**config.mk**
```make
export PLATFORM = sky130hd
export DESIGN_NAME = scl_clock_gen
export DESIGN_NICKNAME = d
export VERILOG_FILES = /design/src/rtl/scl_gen_pkg.sv /design/src/rtl/scl_cfg_latch.sv /design/src/rtl/scl_prescaler.sv /design/src/rtl/scl_level_sync.sv /design/src/rtl/scl_phase_seq.sv /design/src/rtl/scl_clock_gen.sv
export SDC_FILE = /design/constraint.sdc
export NUM_CORES = 1
export LEC_CHECK = 0
export BUFFER_PORTS_ARGS = -buffer_cell sky130_fd_sc_hd__buf_2
export CORE_MARGIN = 2
export CORE_UTILIZATION = 62
export CTS_CLUSTER_SIZE = 10
export DETAILED_ROUTE_END_ITERATION = 6
export GPL_ROUTABILITY_DRIVEN = 0
export PLACE_DENSITY = 0.91
export SETUP_SLACK_MARGIN = 0.02
export SLEW_MARGIN = 15
export SYNTH_ARGS = -nofsm -noshare
export SYNTH_HDL_FRONTEND = slang
export SYNTH_SLANG_ARGS = --single-unit
```
**constraint.sdc**
```tcl
create_clock -name clk -period 3.8 [get_ports clk]
set_input_delay 0.19 -clock clk [delete_from_list [all_inputs] [get_ports clk]]
set_output_delay 0.19 -clock clk [all_outputs]
set_load 0.02 [all_outputs]
```
**src/rtl/scl_gen_pkg.sv**
```systemverilog
package scl_gen_pkg;
   localparam int unsigned BASE_TICKS = 20;
   localparam int unsigned STEP_TICKS = 8;
   localparam int unsigned SCGD_W     = 6;

   typedef enum logic [1:0] {
      PH_IDLE = 2'd0,
      PH_LOW  = 2'd1,
      PH_WAIT = 2'd2,
      PH_HIGH = 2'd3
   } scl_phase_e;
endpackage

```
**src/rtl/scl_cfg_latch.sv**
```systemverilog
module scl_cfg_latch
   import scl_gen_pkg::*;
#(
   parameter int unsigned PRESC_W = 3,
   parameter int unsigned COMP_W  = 4,
   parameter int unsigned CNT_W   = 10,
   localparam int unsigned DIV_W  = SCGD_W + PRESC_W
) (
   input  logic               clk,
   input  logic               rst_n,
   input  logic               load,
   input  logic [DIV_W-1:0]   div_cfg,
   input  logic [COMP_W-1:0]  comp_ticks,
   output logic [PRESC_W-1:0] presc_q,
   output logic [CNT_W-1:0]   low_len_q,
   output logic [CNT_W-1:0]   high_len_q,
   output logic [CNT_W-1:0]   low_mid_q,
   output logic [CNT_W-1:0]   high_mid_q
);
   logic [PRESC_W-1:0] presc_f;
   logic [SCGD_W-1:0]  step_f;
   logic [CNT_W-1:0]   per_c;
   logic [CNT_W-1:0]   low_c;
   logic [CNT_W-1:0]   high_c;

   // field split: divider step always sits above the prescale field
   generate
      if (PRESC_W == 2) begin : g_narrow
         assign presc_f = div_cfg[1:0];
         assign step_f  = div_cfg[SCGD_W+1:2];
      end else begin : g_wide
         assign presc_f = div_cfg[2:0];
         assign step_f  = div_cfg[SCGD_W+2:3];
      end
   endgenerate

   always_comb begin
      per_c  = CNT_W'(BASE_TICKS) + (CNT_W'(step_f) << 3) + CNT_W'(comp_ticks);
      low_c  = (per_c >> 1) + CNT_W'(1);
      high_c = per_c - low_c;
   end

   always_ff @(posedge clk) begin
      if (!rst_n) begin
         presc_q    <= '0;
         low_len_q  <= '0;
         high_len_q <= '0;
         low_mid_q  <= '0;
         high_mid_q <= '0;
      end else if (load) begin
         presc_q    <= presc_f;
         low_len_q  <= low_c;
         high_len_q <= high_c;
         low_mid_q  <= low_c >> 1;
         high_mid_q <= high_c >> 1;
      end
   end
endmodule

```
**src/rtl/scl_prescaler.sv**
```systemverilog
module scl_prescaler #(
   parameter int unsigned PRESC_W = 3
) (
   input  logic               clk,
   input  logic               rst_n,
   input  logic               run,
   input  logic               restart,
   input  logic [PRESC_W-1:0] limit,
   output logic               tick
);
   logic [PRESC_W-1:0] pc_q;

   always_ff @(posedge clk) begin
      if (!rst_n)
         pc_q <= '0;
      else if (!run || restart || pc_q == limit)
         pc_q <= '0;
      else
         pc_q <= pc_q + PRESC_W'(1);
   end

   assign tick = run && (pc_q == limit);
endmodule

```
**src/rtl/scl_level_sync.sv**
```systemverilog
module scl_level_sync #(
   parameter int unsigned STAGES = 2
) (
   input  logic clk,
   input  logic rst_n,
   input  logic din,
   output logic dout
);
   logic [STAGES-1:0] sh_q;

   generate
      if (STAGES == 1) begin : g_single
         always_ff @(posedge clk) begin
            if (!rst_n) sh_q <= '1;
            else        sh_q <= din;
         end
      end else begin : g_chain
         always_ff @(posedge clk) begin
            if (!rst_n) sh_q <= '1;
            else        sh_q <= {sh_q[STAGES-2:0], din};
         end
      end
   endgenerate

   assign dout = sh_q[STAGES-1];
endmodule

```
**src/rtl/scl_phase_seq.sv**
```systemverilog
module scl_phase_seq
   import scl_gen_pkg::*;
#(
   parameter int unsigned CNT_W = 10
) (
   input  logic             clk,
   input  logic             rst_n,
   input  logic             enable,
   input  logic             tick,
   input  logic             scl_high,
   input  logic [CNT_W-1:0] low_len,
   input  logic [CNT_W-1:0] high_len,
   input  logic [CNT_W-1:0] low_mid,
   input  logic [CNT_W-1:0] high_mid,
   output logic             load,
   output logic             busy,
   output logic             go_high,
   output logic             pull_low,
   output logic             drv_stb,
   output logic             smp_stb
);
   scl_phase_e       ph_q, ph_n;
   logic [CNT_W-1:0] cnt_q, cnt_n;
   logic             low_end, high_end;

   assign low_end  = (cnt_q == low_len - CNT_W'(1));
   assign high_end = (cnt_q == high_len - CNT_W'(1));
   assign load     = enable && (ph_q == PH_IDLE);
   assign go_high  = enable && (ph_q == PH_WAIT) && scl_high;

   always_comb begin
      ph_n  = ph_q;
      cnt_n = cnt_q;
      if (!enable) begin
         ph_n  = PH_IDLE;
         cnt_n = '0;
      end else begin
         unique case (ph_q)
            PH_IDLE: begin
               ph_n  = PH_LOW;
               cnt_n = '0;
            end
            PH_LOW: if (tick) begin
               if (low_end) begin
                  ph_n  = PH_WAIT;
                  cnt_n = '0;
               end else begin
                  cnt_n = cnt_q + CNT_W'(1);
               end
            end
            PH_WAIT: if (scl_high) begin
               ph_n  = PH_HIGH;
               cnt_n = '0;
            end
            PH_HIGH: if (tick) begin
               if (high_end) begin
                  ph_n  = PH_LOW;
                  cnt_n = '0;
               end else begin
                  cnt_n = cnt_q + CNT_W'(1);
               end
            end
            default: begin
               ph_n  = PH_IDLE;
               cnt_n = '0;
            end
         endcase
      end
   end

   always_ff @(posedge clk) begin
      if (!rst_n) begin
         ph_q  <= PH_IDLE;
         cnt_q <= '0;
      end else begin
         ph_q  <= ph_n;
         cnt_q <= cnt_n;
      end
   end

   assign busy     = (ph_q != PH_IDLE);
   assign pull_low = (ph_q == PH_LOW);
   assign drv_stb  = (ph_q == PH_LOW)  && tick && (cnt_q == low_mid);
   assign smp_stb  = (ph_q == PH_HIGH) && tick && (cnt_q == high_mid);
endmodule

```
**src/rtl/scl_clock_gen.sv**
```systemverilog
module scl_clock_gen
   import scl_gen_pkg::*;
#(
   parameter int unsigned PRESC_W     = 3,
   parameter int unsigned COMP_W      = 4,
   parameter int unsigned SYNC_STAGES = 2,
   localparam int unsigned DIV_W      = SCGD_W + PRESC_W,
   localparam int unsigned MAX_PER    = BASE_TICKS + STEP_TICKS * ((1 << SCGD_W) - 1)
                                        + ((1 << COMP_W) - 1),
   localparam int unsigned CNT_W      = $clog2(MAX_PER + 1)
) (
   input  logic              clk,
   input  logic              rst_n,
   input  logic              enable,
   input  logic [DIV_W-1:0]  div_cfg,
   input  logic [COMP_W-1:0] comp_ticks,
   input  logic              scl_in,
   output logic              scl_pull_low,
   output logic              ref_tick,
   output logic              sda_drive_stb,
   output logic              sda_sample_stb
);
   generate
      if (PRESC_W < 2 || PRESC_W > 3) begin : g_bad_presc
         $error("scl_clock_gen: PRESC_W must be 2 or 3");
      end
      if (SYNC_STAGES < 1) begin : g_bad_sync
         $error("scl_clock_gen: SYNC_STAGES must be at least 1");
      end
      if (COMP_W < 1 || COMP_W > 6) begin : g_bad_comp
         $error("scl_clock_gen: COMP_W must be 1 to 6");
      end
   endgenerate

   logic [PRESC_W-1:0] presc_q;
   logic [CNT_W-1:0]   low_len, high_len, low_mid, high_mid;
   logic               load, busy, go_high, scl_high;

   scl_cfg_latch #(
      .PRESC_W (PRESC_W),
      .COMP_W  (COMP_W),
      .CNT_W   (CNT_W)
   ) u_cfg (
      .clk        (clk),
      .rst_n      (rst_n),
      .load       (load),
      .div_cfg    (div_cfg),
      .comp_ticks (comp_ticks),
      .presc_q    (presc_q),
      .low_len_q  (low_len),
      .high_len_q (high_len),
      .low_mid_q  (low_mid),
      .high_mid_q (high_mid)
   );

   scl_prescaler #(
      .PRESC_W (PRESC_W)
   ) u_presc (
      .clk     (clk),
      .rst_n   (rst_n),
      .run     (busy),
      .restart (go_high),
      .limit   (presc_q),
      .tick    (ref_tick)
   );

   scl_level_sync #(
      .STAGES (SYNC_STAGES)
   ) u_sync (
      .clk   (clk),
      .rst_n (rst_n),
      .din   (scl_in),
      .dout  (scl_high)
   );

   scl_phase_seq #(
      .CNT_W (CNT_W)
   ) u_seq (
      .clk      (clk),
      .rst_n    (rst_n),
      .enable   (enable),
      .tick     (ref_tick),
      .scl_high (scl_high),
      .low_len  (low_len),
      .high_len (high_len),
      .low_mid  (low_mid),
      .high_mid (high_mid),
      .load     (load),
      .busy     (busy),
      .go_high  (go_high),
      .pull_low (scl_pull_low),
      .drv_stb  (sda_drive_stb),
      .smp_stb  (sda_sample_stb)
   );
endmodule

```
==> results of run 1 <==
final cells by class:
type / count / share of cell area
clock buffer: 6 / 0.0210
clock inverter: 2 / 0.0101
timing repair buffer: 21 / 0.0311
inverter: 15 / 0.0163
sequential: 40 / 0.232
multi-input combinational: 331 / 0.664
tap: 70 / 0.0253
layout by cell type (no fill, tap or decap), types with 7 or more instances in the layout:
cell type  synthesis  layout
nand3_1           13      13
buf_2              8      20
nand2b_1          10      10
and2_1            10      10
nand2_1           50      50
a21oi_1            9       9
nand4_1            8       8
nor2_1            20      20
o211a_1            7       7
xor2_1            39      39
dfxtp_1           40      40
ha_1              19      19
nor3_1            19      19
o21ai_0           21      21
inv_1             15      15
xnor2_1           31      31
a21boi_0           8       8
state kept, by name, summed over array words and instances, names as in the netlist:
name              count
u_cfg.low_len_q      10
u_cfg.high_mid_q      1
u_cfg.presc_q         3
u_cfg.high_len_q      9
u_sync.sh_q           2
u_seq.cnt_q          10
u_presc.pc_q          3
u_seq.ph_q            2
cell families after synthesis:
logic type,Yosys count,share of synthesized area
and+or+nand+nor,164,0.265
AOI/OAI and AO/OA,71,0.148
xor gates and xnor gates,71,0.193
buffers and inverters,41,0.0502
DFF,40,0.245
adders and majority gates,21,0.0852
muxes,4,0.0127
metal layers:
metal,vias to the layer above,track usage
met3,9,0.0462
li1,1411,-
met1,1354,0.320
met5,-,0
met2,73,0.462
met4,0,0.0909
worst paths after layout:
check	end	depth (start not counted)
max	u_cfg.high_mid_q[8]	12
min	u_sync.sh_q[0]	2
max reg2reg	u_seq.ph_q[1]	9
min reg2reg	u_sync.sh_q[1]	1
worst max-delay path: cells and delay by family:
family,cells,cell delay [ns]
compound gates,3,0.49
xor+xnor,1,0.37
buf+inv,1,0.15
simple gates,5,1.44
fa+ha+maj,2,0.68
metrics by stage:
stage / total power, uW / cells / area (um2) / hold slack, ns
after floorplan: 918 / 412 / 3260 / 0.291
after global placement: 996 / 477 / 3350 / 0.369
after detailed placement: 1020 / 477 / 3350 / 0.376
after CTS: 1360 / 485 / 3460 / 0.0689
after global routing: 1460 / 485 / 3460 / 0.0729
final: 1370 / 485 / 3460 / 0.0681
power by group:
group | switching, uW | leakage (uW) | total [uW] | internal, uW
registers | 66.2 | 0.000327 | 520 | 454
clock network | 151 | 0.0000552 | 346 | 195
logic | 272 | 0.00109 | 500 | 228
==> impl_metrics.ini, run 1 <==
[sta]
fmax_mhz = 320
maxSlewViolCount = 0
worst_slew_pin_slew_ns = 0.818
skew_ns = 0.00942
fin_setup_tns_ns = 0
finalCritPeriodShare = 0.823
worst_slack_ns = 0.674
relSlewSlack = 0.455
rsz0062_at_grt = false
fin_crit_ns = 3.13
hold_violations = 0
setup_viol = 0

[cells_and_area]
ff_latch_area_um2 = 801
diodes = 0
fillers = 432
utilization = 0.677
drive_above_1_share = 0.101
syn_to_final_growth_pct = 5.98
fin_nets = 452
multi_input_area_um2 = 2300

[clock_network]
post-cts-setup-buffer-count = 0
clkTransAtPathRegs_ns = 0.08
root_buffer = clkbuf_8
cts.htree.levels = 2
cts_buffer_depth = 2
cts_buffers = 5
tritoncts = done
clk_latency_ns = 0.30
cts_hold_buf = 0
cts_repair_resize_count = 0
clock-sinks = 40

[critical_path]
critPathMaxFanout = 6
rrSetupSlack_ns = 1.40
worst_setup_path_end_kind = flip-flop
required_ns = 4.00
startpoint = comp_ticks[2]
critPathArrivalTime_ns = 3.32
slowest_stage = fa_1
crit_type = input pin to flip-flop
start_kind = input pin
slowest_delay_ns = 0.45
reg2reg_from = u_cfg.low_len_q[0]
path_cells = buf_2 > fa_1 > xnor2_1 > and3_1 > a21oi_1 > or2_2 > ha_1 > or3_1 > o21ai_1 > a21oi_1 > nor4_1 > and4bb_1
cp_common_cell = a21oi_1

[route]
top_layer = met4
ant_nets = 0
wl_um = 7180
detail_route.wl_per_cell_um = 14.8
drt-pass1-iter-count = 4
drc = 0
wl_met3_um = 347
vias = 2847
wl_met2_um = 3680
drt_iter0_drc = 188
met1Wirelength_um = 3060
viasPerCell = 5.87

[floorplan]
start_util = 0.639
design.core.area_um2 = 5110
rows = 26
die_w_um = 76.5
dieArea_um2 = 5860
die_h_um = 76.5
io_pins = 21

[global_routing]
grt_first_pass_wirelength_um = 12800
grt_pass1_vias = 2870
grt_usage = 0.262
antenna_found_initial = 0
grt_max_degree = 30
grt-ovfl-total = 0

[synthesis]
synth_commonest_cells = nand2_1, dfxtp_1, xor2_1
synth.avg_cell_area_um2 = 7.92
synth_edf_count = 0
synth_most_common_cell = nand2_1
synth_cell_types = 54
yosys_warnings = 0
ys_async_sr_fraction = 0
yosysTopAreaCell = dfxtp_1
ys_seq_elements = 40
yosys.area.top_type_share = 0.245
synth_cells = 412
ys_seq_area_frac = 0.245
syn-num-nets = 450
yosys-top-cells-area = dfxtp_1, xor2_1, xnor2_1, ha_1, nand2_1
synthFlopType = dfxtp_1
synth.cell_area_um2 = 3260

[outcome]
outcome = finished clean

[min_path]
min-delay-start = scl_in
hold_path.class = input pin to flip-flop

[placement]
place_hpwl_um = 5330
place_ws_ns = 0.414
port_buffers = 20

[pwr]
leakagePower_uw = 0.00147
vdd_drop_max_uv = 200
p_per_area_nw_per_um2 = 395

[job]
drv_cap = 0
(Power assumes the default switching activity.)
==> run 2: changes to the inputs <==
--- a/config.mk
+++ b/config.mk
@@ -5,13 +5,14 @@
 export SDC_FILE = /design/constraint.sdc
 export NUM_CORES = 1
 export LEC_CHECK = 0
+export ABC_AREA = 1
 export BUFFER_PORTS_ARGS = -buffer_cell sky130_fd_sc_hd__buf_2
 export CORE_MARGIN = 2
-export CORE_UTILIZATION = 62
+export CORE_UTILIZATION = 56
 export CTS_CLUSTER_SIZE = 10
 export DETAILED_ROUTE_END_ITERATION = 6
 export GPL_ROUTABILITY_DRIVEN = 0
-export PLACE_DENSITY = 0.91
+export PLACE_DENSITY = 0.87
 export SETUP_SLACK_MARGIN = 0.02
 export SLEW_MARGIN = 15
 export SYNTH_ARGS = -nofsm -noshare
==> constraint.sdc (replaced) <==
create_clock -name clk -period 2.6 [get_ports clk]
set_input_delay 0.13 -clock clk [delete_from_list [all_inputs] [get_ports clk]]
set_output_delay 0.13 -clock clk [all_outputs]
set_load 0.02 [all_outputs]
==> run 2 against run 1 <==
Cell area up 7.6%. Flip-flop and latch count unchanged. Worst hold slack lost 0.068 ns. Utilization shrank 0.55 points. Synthesized cell count grew 21%. Die area is 9.5% higher. Combinational power grew 68%. Global-route usage up 0.087 points. Critical path type unchanged. Critical endpoint unchanged. Largest power group is now combinational cells.
==> impl_metrics.ini, run 2 <==
[route]
detail_route.wl_per_cell_um = 12.9
drt-pass1-iter-count = 6
ant_nets = 0
drc = 0
viasPerCell = 5.46
vias = 3355
drt_iter0_drc = 193
wl_um = 7900

[clock_network]
cts_buffers = 5
cts.htree.levels = 2
clock-sinks = 40
clk_latency_ns = 0.30
clkTransAtPathRegs_ns = 0.09
tritoncts = done
root_buffer = clkbuf_8
cts_hold_buf = 0
cts_buffer_depth = 2

[cells_and_area]
fin_area_um2 = 3720
largest_registers = u_cfg.low_len_q: 10 flops, u_seq.cnt_q: 10 flops, u_cfg.high_len_q: 9 flops
diodes = 0
utilization = 0.671
layout_commonest_cell = nand2_1
drive_above_1_share = 0.133
fin_nets = 579
final_cell_mix = nand2_1, inv_1, nor2_1
syn_to_final_growth_pct = 14.7

[critical_path]
start_kind = input pin
critPathMaxFanout = 3
worst_setup_path_end_kind = flip-flop
required_ns = 2.82
critPathArrivalTime_ns = 2.61
crit_type = input pin to flip-flop

[synthesis]
synth_commonest_cells = nand2_1, inv_1, nor2_1
synth_cells = 497
yosysTopAreaCell = dfxtp_1
synth.avg_cell_area_um2 = 6.52
yosys_warnings = 0
ys_seq_area_frac = 0.247
synthFlopType = dfxtp_1
synth.cell_area_um2 = 3240
synth_edf_count = 0
ys_seq_elements = 40
synth_most_common_cell = nand2_1
ys_async_sr_fraction = 0
synth_cell_types = 35
syn-num-nets = 535
yosys-top-cells-area = dfxtp_1, nand2_1, inv_1, xor2_1, ha_1
yosys.area.top_type_share = 0.247

[min_path]
hold_path.class = input pin to flip-flop

[pwr]
power.total_uw = 2110
leakagePower_uw = 0.00195
vdd_drop_max_uv = 280
p_per_area_nw_per_um2 = 568

[sta]
relSlewSlack = 0.681
hold_violations = 0
skew_ns = 0.00897
finalCritPeriodShare = 0.922
worst_slew_pin_slew_ns = 0.476
maxSlewViolCount = 0
worst_slack_ns = 0.203
fmax_mhz = 417
fin_crit_ns = 2.40
setup_viol = 0
rsz0062_at_grt = true
hold_slack_ns = 0.000383

[placement]
place_area_um2 = 3580
port_buffers = 20
place_hpwl_um = 6120
place_ws_ns = -0.213

[global_routing]
grt_usage = 0.263
grt_pass1_vias = 3293
antenna_found_initial = 0
grt_max_degree = 27
grt-ovfl-total = 0
grt_first_pass_wirelength_um = 13600

[floorplan]
die_w_um = 80.1
io_pins = 21
die_h_um = 80.1
dieArea_um2 = 6410
rows = 27
design.core.area_um2 = 5540
start_util = 0.585

[job]
drv_cap = 0

[outcome]
outcome = finished clean
## run 2: worst max-delay path, stage by stage
cell and delay (ns):
buf_2 0.12, fa_2 0.41, nor2_2 0.13, nor2_1 0.07
nand2_1 0.05, nand2_1 0.07, nor3_2 0.23, xor2_1 0.22
ha_1 0.30, a21oi_1 0.17, o21ai_1 0.12, a21oi_2 0.15
o21ai_0 0.09, nand2_1 0.08, nand2_1 0.05, nand2_1 0.05
nand3_1 0.06, nand2_1 0.08, inv_1 0.04
## run 2: area by class of cell
type | instances | area [um2]
clock inverters | 3 | 46.3
repair buffers | 49 | 318
multi-input cells | 360 | 2080
well taps | 72 | 90.1
inverters | 85 | 319
clock buffers | 5 | 68.8
flip-flops and latches | 40 | 801
fillers | 484 | 1820
## run 2: power breakdown
group	total (uW)	internal [uW]	switching (uW)
Clock	535	289	245
Sequential	740	669	70.8
Combinational	839	354	485
Total	2110	1310	801
## run 2: cells by family (layout without fill, tap and decap cells)
group / after synthesis / after routing / synth area share
simple gates: 224 / 224 / 0.302
buf+inv: 97 / 142 / 0.118
compound gates: 74 / 74 / 0.129
xor+xnor: 41 / 41 / 0.119
flops: 40 / 40 / 0.247
fa+ha+maj: 21 / 21 / 0.0857
## run 2: routing by layer
metal  global-route usage  vias to the layer above  wire, um
met2                0.488                      112      3930
met1                0.296                     1517      3330
met3               0.0506                       27       443
li1                     -                     1699         -
met5                    0                        -         0
met4               0.0932                        0       199
## run 2: repair_timing
item	in CTS	in global routing
setup endpoints to repair	0	3
endpoints found under the hold margin	0	0
setup buffers	0	1
resized for setup	0	7
## run 2: final timing paths
path                                          start             endpoint  slack, ns  cells after the start
worst min register to register       u_sync.sh_q[0]       u_sync.sh_q[1]       0.43                      1
worst max register to register  u_cfg.high_len_q[0]        u_seq.ph_q[1]       0.43                     14
worst min-delay path                         scl_in       u_sync.sh_q[0]     0.0004                      2
worst max-delay path                     div_cfg[3]  u_cfg.high_mid_q[8]       0.20                     19
## run 2: stage by stage
stage,TNS (ns),cells
6_report,0,614
5_1_grt,-0.0679,614
4_1_cts,0,613
3_5_place_dp,-0.543,605
3_3_place_gp,-0.138,605
2_1_floorplan,0,497
==> run 3: changes to the inputs <==
--- a/config.mk
+++ b/config.mk
@@ -17,4 +17,5 @@
 export SLEW_MARGIN = 15
 export SYNTH_ARGS = -nofsm -noshare
 export SYNTH_HDL_FRONTEND = slang
+export SYNTH_HIERARCHICAL = 1
 export SYNTH_SLANG_ARGS = --single-unit
==> run 3 against run 2 <==
Global-route usage fell by 0.75 points. First-iteration DRC count rose by 110%. Wire length up 15%. Synthesized cell count grew 17%. Register-to-register slack improved by 0.03 ns. Largest cell class unchanged. Non-clock buffer count shrank 12.
==> impl_metrics.ini, run 3 <==
[route]
drt-pass1-iter-count = 5
ant_nets = 0
wl_met3_um = 733
met1Wirelength_um = 3720
drt_iter0_drc = 401
viasPerCell = 5.43
detail_route.wl_per_cell_um = 13.4
drc = 0
wl_um = 9050
vias = 3657
wl_met2_um = 4300
top_layer = met4

[critical_path]
start_kind = input pin
reg2reg_depth = 13
rrSetupSlack_ns = 0.46
critPathMaxFanout = 4
reg2reg_from = u_seq/ph_q[0]
critPathArrivalTime_ns = 2.60
required_ns = 2.84
rr_endpoint = u_seq/cnt_q[4]
crit_type = input pin to flip-flop
worst_setup_path_end_kind = flip-flop

[synthesis]
synth_top_family_by_area = simple AND/OR/NAND/NOR gates
synthAdderAreaFrac = 0.0748
yosys.area_share.simple = 0.353
yosys.area.top_type_share = 0.216
ys_seq_area_frac = 0.216
ys_async_sr_fraction = 0
synth_cells = 583
synth_compound_area_frac = 0.117
synth_edf_count = 0
muxShareOfSynthArea = 0
yosysTopAreaCell = dfxtp_1
synth_commonest_cells = nand2_1, nor2_1, inv_1
synthXorXnorAreaFrac = 0.0924
synth.avg_cell_area_um2 = 6.37
ys_seq_elements = 40
yosys-top-cells-area = dfxtp_1, nand2_1, nor2_1, inv_1, ha_1
yosys_warnings = 6
synthFlopType = dfxtp_1
synth_cell_types = 44
synth.cell_area_um2 = 3710
synth_most_common_cell = nand2_1

[floorplan]
rows = 29
die_w_um = 85.4
die_h_um = 85.4
io_pins = 21
dieArea_um2 = 7290
design.core.area_um2 = 6390
start_util = 0.581

[sta]
rsz0062_at_grt = false
maxSlewViolCount = 0
worst_slack_ns = 0.240
setup_viol = 0
relSlewSlack = 0.617
fin_crit_ns = 2.36
hold_violations = 0
worst_slew_pin_slew_ns = 0.570
fmax_mhz = 424
finalCritPeriodShare = 0.908
skew_ns = 0.00226

[pwr]
seqPwrFrac = 0.342
leakagePower_uw = 0.00198
vdd_drop_max_uv = 360
power.total_uw = 2220
p_per_area_nw_per_um2 = 554
internal_power_uw = 1350
switching_power_uw = 869
pwr-share-clk = 0.245
p_comb_frac = 0.414
sw_frac_of_total = 0.391

[placement]
port_buffers = 20
place_hpwl_um = 6740
place_ws_ns = -0.185

[cells_and_area]
fillers = 560
final_cell_mix = nand2_1, nor2_1, inv_1
diodes = 0
layout_commonest_cell = nand2_1
drive_above_1_share = 0.169
largest_registers = u_cfg/high_len_q: 10 flops, u_cfg/low_len_q: 10 flops, u_seq/cnt_q: 10 flops
fin_nets = 634
syn_to_final_growth_pct = 8.09
utilization = 0.628

[global_routing]
grt_max_degree = 29
antenna_found_initial = 0
grt_usage = 0.255
grt_pass1_vias = 3458
grt-ovfl-total = 0
grt_first_pass_wirelength_um = 15200

[clock_network]
cts_buffers = 5
cts.htree.levels = 2
tritoncts = done
clk_latency_ns = 0.29
cts_buffer_depth = 2
root_buffer = clkbuf_8
clkTransAtPathRegs_ns = 0.08
clock-sinks = 40

[min_path]
min-delay-start = div_cfg[1]
holdPathEnd = u_cfg/presc_q[1]
min_path_cells = 3
hold_path.class = input pin to flip-flop

[job]
drv_cap = 0

[outcome]
outcome = finished clean
run 3: cell type report:
| class | instances | area [um2] | share of cell area |
|---|---|---|---|
| repair buffers | 37 | 230 | 0.0574 |
| clock buffers | 6 | 82.6 | 0.0206 |
| well taps | 77 | 96.3 | 0.0240 |
| flip-flops and latches | 40 | 801 | 0.200 |
| inverters | 89 | 334 | 0.0833 |
| multi-input cells | 423 | 2430 | 0.605 |
| clock inverters | 2 | 38.8 | 0.00967 |
run 3: worst max-delay path by stage:
stage,startpoint,cells past startpoint,slack [ns],endpoint
6_report,div_cfg[3],17,0.24,u_cfg/high_len_q[7]
5_1_grt,comp_ticks[2],18,0.01,u_cfg/high_len_q[8]
4_1_cts,div_cfg[3],18,0.11,u_cfg/high_len_q[7]
3_5_place_dp,div_cfg[3],18,-0.19,u_cfg/high_len_q[7]
3_3_place_gp,div_cfg[3],18,0.02,u_cfg/high_len_q[7]
2_1_floorplan,div_cfg[3],20,0.18,u_cfg/high_len_q[9]
run 3: repair_timing:
item                       CTS  global route
setup endpoints to repair    0             3
hold buffers                 1             0
gates resized for setup      0             9
setup buffers                0             0
hold endpoints to repair     1             0
run 3: layer usage:
metal / global-route usage / vias to the layer above
met5: 0 / -
met4: 0.0924 / 0
met3: 0.0370 / 35
li1: - / 1845
met2: 0.447 / 164
met1: 0.317 / 1613
run 3: metrics by stage:
step	cell area, um2	cells	TNS, ns	hold slack [ns]
finish	4010	674	0	0.0531
global route	4010	674	0	0.0573
CTS	3960	674	0	0.0511
detailed placement	3820	665	-0.364	0.304
global placement	3820	665	0	0.298
floorplan	3710	584	0	0.199
run 3: cell families after synthesis:
logic type | after synthesis
buf+inv | 121
flops | 40
other cells | 1
xor+xnor | 36
fa+ha+maj | 21
simple gates | 288
compound gates | 76
run 3: critical path, stage by stage:
cell and delay, ns:
buf_2 0.12, fa_2 0.40, inv_1 0.06, nand2_1 0.07
nand2_2 0.11, nand3_2 0.10, nor2_2 0.14, nand3_1 0.11
nand2_1 0.15, ha_4 0.23, a21oi_1 0.18, o21ai_0 0.11
a21oi_1 0.20, buf_4 0.15, nand3_1 0.07, a31o_1 0.22
inv_1 0.05
run 3: power groups by stage:
stage | clock [uW] | sequential, uW | combinational (uW)
after floorplan | 0 | 735 | 721
after global placement | 0 | 767 | 826
after detailed placement | 0 | 769 | 868
after CTS | 548 | 756 | 877
after global routing | 575 | 770 | 1030
final | 544 | 759 | 920
